`src/rtl/chain_arb_pkg.sv`:
```
package chain_arb_pkg;
  typedef enum logic [1:0] {
    ST_IDLE  = 2'd0,
    ST_GRANT = 2'd1,
    ST_BUSY  = 2'd2
  } arb_state_e;
endpackage

```
`src/rtl/chain_arb_cell.sv`:
```
module chain_arb_cell (
  input  logic clk_i,
  input  logic rst_ni,
  input  logic req_i,
  input  logic grant_i,
  input  logic release_i,
  input  logic busy_i,
  output logic grant_o,
  output logic owned_o
);
  logic take;
  logic owned_q;

  assign take    = grant_i & req_i;
  assign grant_o = grant_i & ~req_i;  // absorb when requesting
  assign owned_o = owned_q;

  always_ff @(posedge clk_i or negedge rst_ni) begin
    if (!rst_ni)                   owned_q <= 1'b0;
    else if (take)                 owned_q <= 1'b1;
    else if (busy_i && release_i)  owned_q <= 1'b0;
  end
endmodule

```
`src/rtl/chain_arb_fsm.sv`:
```
module chain_arb_fsm
  import chain_arb_pkg::*;
#(
  parameter int N_DEV = 4
) (
  input  logic             clk_i,
  input  logic             rst_ni,
  input  logic             req_any_i,
  input  logic             release_i,
  input  logic [N_DEV-1:0] owned_i,
  output logic             grant_o,
  output logic             busy_o,
  output arb_state_e       state_o
);
  arb_state_e state_q, state_d;
  logic any_owned, one_owned;

  assign any_owned = |owned_i;
  assign one_owned = any_owned && ((owned_i & (owned_i - 1'b1)) == '0);

  always_comb begin
    state_d = state_q;
    unique case (state_q)
      ST_IDLE:  if (req_any_i) state_d = ST_GRANT;
      ST_GRANT: begin
        if (one_owned)                      state_d = ST_BUSY;
        else if (!any_owned && !req_any_i)  state_d = ST_IDLE;
      end
      ST_BUSY:  if (release_i) state_d = ST_IDLE;
      default:  state_d = ST_IDLE;
    endcase
  end

  always_ff @(posedge clk_i or negedge rst_ni) begin
    if (!rst_ni) state_q <= ST_IDLE;
    else         state_q <= state_d;
  end

  // grant withdrawn as soon as a cell has taken it
  assign grant_o = (state_q == ST_GRANT) && !any_owned;
  assign busy_o  = (state_q == ST_BUSY);
  assign state_o = state_q;
endmodule

```
`src/rtl/chain_arb_top.sv`:
```
module chain_arb_top
  import chain_arb_pkg::*;
#(
  parameter int N_DEV = 4
) (
  input  logic             clk_i,
  input  logic             rst_ni,
  input  logic [N_DEV-1:0] req_i,
  input  logic             release_i,
  output logic             grant_o,
  output logic [N_DEV-1:0] owned_o,
  output logic             busy_o
);
  logic [N_DEV:0]   chain;
  logic             req_line;
  logic             head_grant;
  logic             busy;
  arb_state_e       state;

  assign req_line = |req_i;  // wired-OR request line

  chain_arb_fsm #(.N_DEV(N_DEV)) u_fsm (
    .clk_i     (clk_i),
    .rst_ni    (rst_ni),
    .req_any_i (req_line),
    .release_i (release_i),
    .owned_i   (owned_o),
    .grant_o   (head_grant),
    .busy_o    (busy),
    .state_o   (state)
  );

  assign chain[0] = head_grant;

  for (genvar g = 0; g < N_DEV; g++) begin : g_cell
    chain_arb_cell u_cell (
      .clk_i     (clk_i),
      .rst_ni    (rst_ni),
      .req_i     (req_i[g]),
      .grant_i   (chain[g]),
      .release_i (release_i),
      .busy_i    (busy),
      .grant_o   (chain[g+1]),
      .owned_o   (owned_o[g])
    );
  end

  assign grant_o = head_grant;
  assign busy_o  = busy;
endmodule

```
`config.mk`:
```
export PLATFORM = sky130hd
export DESIGN_NAME = chain_arb_top
export DESIGN_NICKNAME = d
export VERILOG_FILES = /design/src/rtl/chain_arb_pkg.sv /design/src/rtl/chain_arb_cell.sv /design/src/rtl/chain_arb_fsm.sv /design/src/rtl/chain_arb_top.sv
export SDC_FILE = /design/constraint.sdc
export NUM_CORES = 1
export LEC_CHECK = 0
export ABC_AREA = 0
export BUFFER_PORTS_ARGS = -buffer_cell sky130_fd_sc_hd__buf_4
export CAP_MARGIN = 10
export CORE_AREA = 2 2 39 41
export DETAILED_ROUTE_END_ITERATION = 10
export DIE_AREA = 0 0 41 43
export GPL_ROUTABILITY_DRIVEN = 0
export PLACE_DENSITY = 0.53
export SLEW_MARGIN = 20
export SYNTH_ARGS = -nofsm -noshare
export SYNTH_HDL_FRONTEND = slang
export SYNTH_SLANG_ARGS = --single-unit
```
`constraint.sdc`:
```
create_clock -name clk_i -period 1.72 [get_ports clk_i]
set_input_delay 0.086 -clock clk_i [delete_from_list [all_inputs] [get_ports clk_i]]
set_output_delay 0.086 -clock clk_i [all_outputs]
set_load 0.01 [all_outputs]
```
; ---- After elaboration in Yosys (flattened, before gate mapping)
; Index checks and enable logic that the tools add are counted.
[word_totals]
ff_bits = 6
in_bits = 7
output_inout_bits = 6
word_cells = 47
[classes]
addsub = 1
eq_ne = 5
mux = 10
bitwise = 11
reduce_logical = 15
[ops]
columns = operator, n
row1 = $mux W2, 4
row2 = $reduce_bool A2 Y1, 4
row3 = $reduce_or A4 Y1, 2
row4 = $and A1 B1 Y1, 7
row5 = $pmux W2 S3, 1
row6 = $mux W1, 5
row7 = $and A4 B4 Y4, 1
row8 = $logic_and A1 B1 Y1, 4
row9 = $logic_not A4 Y1, 1
row10 = $sub A4 B1 Y4 const B, 1
row11 = $ne A3 B1 Y1 const B, 1
row12 = $not A1 Y1, 3
row13 = $reduce_and A3 Y1, 1
row14 = $eq A2 B1 Y1 const B, 1
row15 = $eq A2 B2 Y1 const B, 1
row16 = $logic_not A1 Y1, 2
row17 = $logic_not A2 Y1, 1
row18 = $ne A2 B1 Y1 const B, 1
row19 = $ne A2 B2 Y1 const B, 1

; ---- Logic depth before layout (Yosys ltp)
[depth]
word_depth = 8
ltp_mapped = 3
ltp_nobuf = 3

; ---- Hierarchy
; Synthesis repeated with hierarchy kept, for this count alone.
[hier_totals]
hier_cells = 32
hier_area_um2 = 324.1
[by_module_without_submodules]
columns = module, n_inst, cells_each, area_each_um2, seq_area_each_um2
row1 = chain_arb_cell, 4, 4, 43.8, 25.0
row2 = chain_arb_fsm, 1, 15, 141.4, 50.0
row3 = chain_arb_top, 1, 1, 7.5, 0.0

; ---- Worst setup path before layout
; OpenSTA, ideal clock, no wires.
[synth_path]
path_kind = reg2reg
start = register u_fsm.state_q[1], in the netlist u_fsm.state_o[1]
end = register g_cell[2].u_cell.owned_q
setup_ns = 0.068
arrival_time_ns = 1.107
required_time_ns = 1.652
slack_ns = 0.545
stages_incl_launch_ff = 4
n_path_buf = 0
synth_period_minus_slack_ns = 1.175
cell_sequence = dfrtp_1 nand2b_4 nor4b_4 a32o_1
[synth_via]
elab_chain_len = 6
elab_cells_between_ends = 9
cone_classes = eq/ne: 2 / mux: 1 / bitwise: 3 / reduce/logical: 3
[synth_rtl]
columns = item, line_no
row1 = "start, declared", chain_arb_fsm.sv:15  ; arb_state_e state_q, state_d;
row2 = "start signal, assigned", chain_arb_fsm.sv:36  ; else state_q <= state_d;
row3 = $eq A2 B1 Y1 (*), chain_arb_fsm.sv:40  ; assign grant_o = (state_q == ST_GRANT) && !any_owned;
row4 = $logic_and A1 B1 Y1 (*), chain_arb_fsm.sv:40
row5 = via grant_o, chain_arb_top.sv:10  ; output logic grant_o,
row6 = $and A1 B1 Y1 (*) (2 in a row), chain_arb_cell.sv:15  ; assign grant_o = grant_i & ~req_i;
row7 = $and A1 B1 Y1 (*), chain_arb_cell.sv:14  ; assign take = grant_i & req_i;
row8 = $mux W1 or $reduce_bool A2 Y1 (tied branches), -
row9 = "end signal, assigned", chain_arb_cell.sv:19  ; if (!rst_ni) owned_q <= 1'b0;
row10 = "end signal, assigned", chain_arb_cell.sv:20  ; else if (take) owned_q <= 1'b1;
row11 = "end signal, assigned", chain_arb_cell.sv:21  ; else if (busy_i && release_i) owned_q <= 1'b0;
row12 = "end, declared", chain_arb_cell.sv:12  ; logic owned_q;
; The timed path passes the listed nets; every way through them passes the cells marked *.
; A chain may end at the register's enable or synchronous reset.

; ---- Final worst setup path
[layout_path]
start = register g_cell[0].u_cell.owned_q
end = output grant_o
[layout_via]
elab_chain_len = 3
[layout_rtl]
columns = item, line_no
row1 = "start, declared", chain_arb_cell.sv:12
row2 = "start signal, assigned", chain_arb_cell.sv:19
row3 = "start signal, assigned", chain_arb_cell.sv:20
row4 = "start signal, assigned", chain_arb_cell.sv:21
row5 = $reduce_or A4 Y1, chain_arb_fsm.sv:18  ; assign any_owned = |owned_i;
row6 = $logic_not A1 Y1, chain_arb_fsm.sv:40
row7 = $logic_and A1 B1 Y1, chain_arb_fsm.sv:40
row8 = "end, declared", chain_arb_top.sv:10
; Every way passes these cells.

==> results by stage <==
Run status:
- The flow ran to the end, and the final reports show no timing, DRC or antenna violations.

GRT:
- Entering global routing, the biggest net connects 8 pins.
- Global routing consumed, over all layers together, 10.4% of the routing resources.
- Global routing finished with a remaining overflow of 0.
- The initial antenna violation count is 0.
- The via count of the first global-routing pass came to approximately 270.
- The global-route wire length before repair is 1160 um.

Placed design:
- The setup slack at placement is 0.391 ns.
- The cell area after placement is 442 sq um.
- The total of buffers placed on input and output ports is 12.
- Summed over all nets, the half-perimeter wirelength after detailed placement is ~560 um.
- The cell count after placement is 57.

Die:
- The area inside the core boundary is 1380 sq um.
- The die covers 1760 sq um.
- The die is about 43 um tall.
- The I/O pin count is 13.
- Row generation in the floorplan step produced 14 rows.
- The die outline width is 41 um.
- Once the floorplan was initialized, standard cells occupied a little over a quarter of the core.

Finish:
- Excluding fillers, the count of instances in the completed layout stands at 61.
- The number of antenna diodes in the final layout is 0.
- At the end of the flow the core is filled with cells to between 30% and 40%.
- Compared with the post-synthesis result, the final layout area differs by 31.1%.
- In the final design database the tool counted 54 nets.
- The final instance area is 474 sq um.
- The ratio of cells with drive above 1 in the final layout is approximately 42%.

Power and ir drop:
- The power density normalized to cell area is 1720 nW/um^2.
- Internal power comes to around 0.51 mW.
- The power spent charging and discharging nets is between 0.3 and 0.4 mW.
- The share of total power dissipated in sequential elements is 37.9%.
- The combinational group share of total power is roughly 47%.
- The switching fraction of total power is ~38%.
- The reported leakage power is 0.224 nW.
- Of the total power, the clock network draws 15.5%.
- The maximum ir drop on the vdd rail is 0.634 mV.
- After layout, the design draws a total of 0.817 mW.

Yosys:
- The share of Yosys cell area claimed by the top area cell type is ~42%.
- The average footprint of a synthesized cell is 11.0 sq um.
- The synthesized netlist devotes between 20% and 30% of its cell area to simple gates.
- After synthesis, the cell types taking the most area are dfrtp_1 42%, a32o_1 8.3%, buf_4 8.3%, nor4b_4 6.6%, nor4b_1 4.8%.
- The dominant combinational cell family by area after synthesis is simple AND/OR/NAND/NOR gates.
- The synthesized netlist devotes between 2 and 2.5% of its cell area to XOR and XNOR gates.
- The number of instances in the synthesized netlist is 33.
- The post-synthesis sequential area ratio is 41.5%.
- Counting flops and latches in the post-synthesis netlist gives 6.
- The post-synthesis share of cell area spent on full adders, half adders and majority gates is 0%.
- In this run the cell area of the synthesized design comes to 362 sq um.
- During synthesis, Yosys emitted a total of 0 warnings.
- The total nets after synthesis is 40.
- Yosys mapped the design onto 19 distinct sky130hd cell types.
- In the synthesized netlist, mux cells make up 0% of the area.
- The cell type with the largest total area after synthesis is dfrtp_1.
- Summing the areas of all compound-gate instances in the mapped netlist gives about 21% of the synthesized area.

Route:
- Detailed routing inserted a total of 295 vias.
- In the final routed layout, each cell accounts on average for 12.0 um.
- In this run the remaining antenna-violating nets after routing total 0.
- The routed design has 734 um of wire.
- The detailed router finished its first iteration with 7 violations.
- The detailed-route vias per instance is 4.84.
- The DRC violation count after routing is 0.
- The pre-antenna-repair detailed-routing pass consisted of 4 iterations.

Clocking:
- In this run the post-CTS setup repair buffer count came out at 0.
- The maximum number of buffers from clock root to sink is 2.
- The number of clock buffers added by TritonCTS is 3.
- In this run the number of H-tree levels came out at 1.
- The root buffer cell chosen for the clock tree is clkbuf_4.
- Clock tree synthesis found a total of 6 sinks.
- The CTS tree is built.
- After clock tree synthesis, the clock-pin slew on the worst setup and hold paths is ~0.050 ns.
- Clock latency on the worst-skew pair, taken at its later pin, is ~0.24 ns.

STA:
- Timing would allow up to 695 MHz.
- Setup repair after global routing left no endpoint under its margin.
- The worst pin sits at a relative slew slack of 76.6%.
- The final period utilization is 83.7%.
- The transition at the pin with the smallest max-transition slack is 0.349 ns.
- Setup violations remaining at the end of the flow were counted as 0.
- The number of max-slew violations in the final report is 0.
- The clock period could shrink to 1.44 ns.
- The number of endpoints with negative hold slack in the final report came to 0.
- Between clock sinks in the finished design, the worst skew comes to 0.00609 ns.
- Summed over all failing endpoints, the final setup total negative slack is 0 ns.
- The final critical-path setup slack is about 0.28 ns.
- The worst hold slack across all endpoints is about 0.10 ns.

Critical path:
- The family of cells with the greatest summed delay on the critical path is simple AND/OR/NAND/NOR gates.
- STA classifies the critical path endpoint as a primary output.
- Together, buffers and inverters on the worst path number 1.
- For this run, the slowest stage of the critical path takes 0.43 ns.
- The slowest stage of the critical path belongs to the cell dfrtp_1.
- The path type of the worst setup path is flop to primary output.
- The highest fanout seen on the critical path is 6.
- Traced cell by cell, the critical path runs through nor2_1 -> nor4b_4 -> buf_4.
- Data arrives at the worst endpoint at between 1 and 1.5 ns.
- STA puts the critical path data required time at around 1.6 ns.
- The kind of launch point of the worst setup path is a flop.

Job:
- The max-capacitance violation count is 0.

Hold path:
- The path class of the tightest hold or removal check is input port to flop.
power by group through the flow:
| stage | registers, mW | logic (mW) | clock network [mW] |
|---|---|---|---|
| final | 0.310 | 0.380 | 0.127 |
| after global routing | 0.326 | 0.414 | 0.140 |
| after CTS | 0.311 | 0.385 | 0.136 |
| after detailed placement | 0.313 | 0.383 | 0 |
| after global placement | 0.314 | 0.381 | 0 |
| after floorplan | 0.289 | 0.307 | 0 |
cell usage in the layout, fill, tap and decap left out, types with 2 or more instances in the layout:
| cell type | count |
|---|---|
| clkbuf_4 | 3 |
| nor2_1 | 2 |
| inv_1 | 3 |
| buf_4 | 12 |
| nor4b_1 | 2 |
| a32o_1 | 3 |
| dfrtp_1 | 6 |
Yosys cell counts:
| master | n |
|---|---|
| a32o_1 | 3 |
| buf_4 | 4 |
| nor4b_4 | 1 |
| a31oi_1 | 1 |
| o21a_1 | 1 |
| nand2_1 | 1 |
| dfrtp_1 | 6 |
| o21ai_0 | 1 |
| nor3_1 | 1 |
| inv_1 | 3 |
| and2b_2 | 1 |
| nor4b_1 | 2 |
| o41ai_1 | 1 |
| nand2b_4 | 1 |
| a22o_2 | 1 |
| xor2_1 | 1 |
| a211oi_1 | 1 |
| nand2b_1 | 1 |
| nor2_1 | 2 |
what timing repair did:
item,CTS,global route
hold endpoints to repair,6,0
resized for setup,0,0
setup endpoints to repair,0,0
hold buffers,1,0
flip-flops by register name, summed over array words and instances (netlist names):
register,flops
u_fsm.state_o,2
g_cell.u_cell.owned_o,4
cell families (layout without fill, tap and decap cells):
| group | Yosys count | after routing |
|---|---|---|
| AOI/OAI and AO/OA | 9 | 9 |
| xor gates and xnor gates | 1 | 1 |
| buffers and inverters | 7 | 19 |
| DFF | 6 | 6 |
| and+or+nand+nor | 10 | 10 |
path summary, 6_finish.rpt:
path	start	to	slack (ns)	depth (start not counted)
min in group asynchronous	rst_ni	g_cell[1].u_cell.owned_o$_DFFE_PN0P_	0.19	2
max	g_cell[0].u_cell.owned_o$_DFFE_PN0P_	grant_o	0.28	3
min reg2reg	u_fsm.state_o[1]$_DFFE_PN0P_	u_fsm.state_o[0]$_DFFE_PN0P_	0.53	2
max reg2reg	g_cell[2].u_cell.owned_o$_DFFE_PN0P_	u_fsm.state_o[1]$_DFFE_PN0P_	0.39	3
max in group asynchronous	rst_ni	g_cell[2].u_cell.owned_o$_DFFE_PN0P_	1.41	2
min	req_i[0]	g_cell[0].u_cell.owned_o$_DFFE_PN0P_	0.10	2
metal layers:
layer | GRT usage, % | vias to the layer above | part of all wire, %
li1 | - | 147 | -
met5 | 0 | - | 0
met4 | 6.00 | 0 | 0
met3 | 5.24 | 0 | 7.6
met1 | 14.1 | 137 | 47
met2 | 12.8 | 11 | 45
worst register-to-register path: stages (launching register included):
cell and delay (ns):
dfrtp_1 0.47, xor2_1 0.20, a211oi_1 0.36, o21ai_0 0.15
layout make-up:
| cell class | instances | area (sq um) |
|---|---|---|
| repair buffers | 13 | 100 |
| inverters | 3 | 11.3 |
| clock buffers | 3 | 22.5 |
| flip-flops and latches | 6 | 150 |
| multi-input cells | 20 | 170 |
| well taps | 16 | 20.0 |
| fillers | 149 | 910 |
No activity file was read; power rests on OpenSTA's default activity.
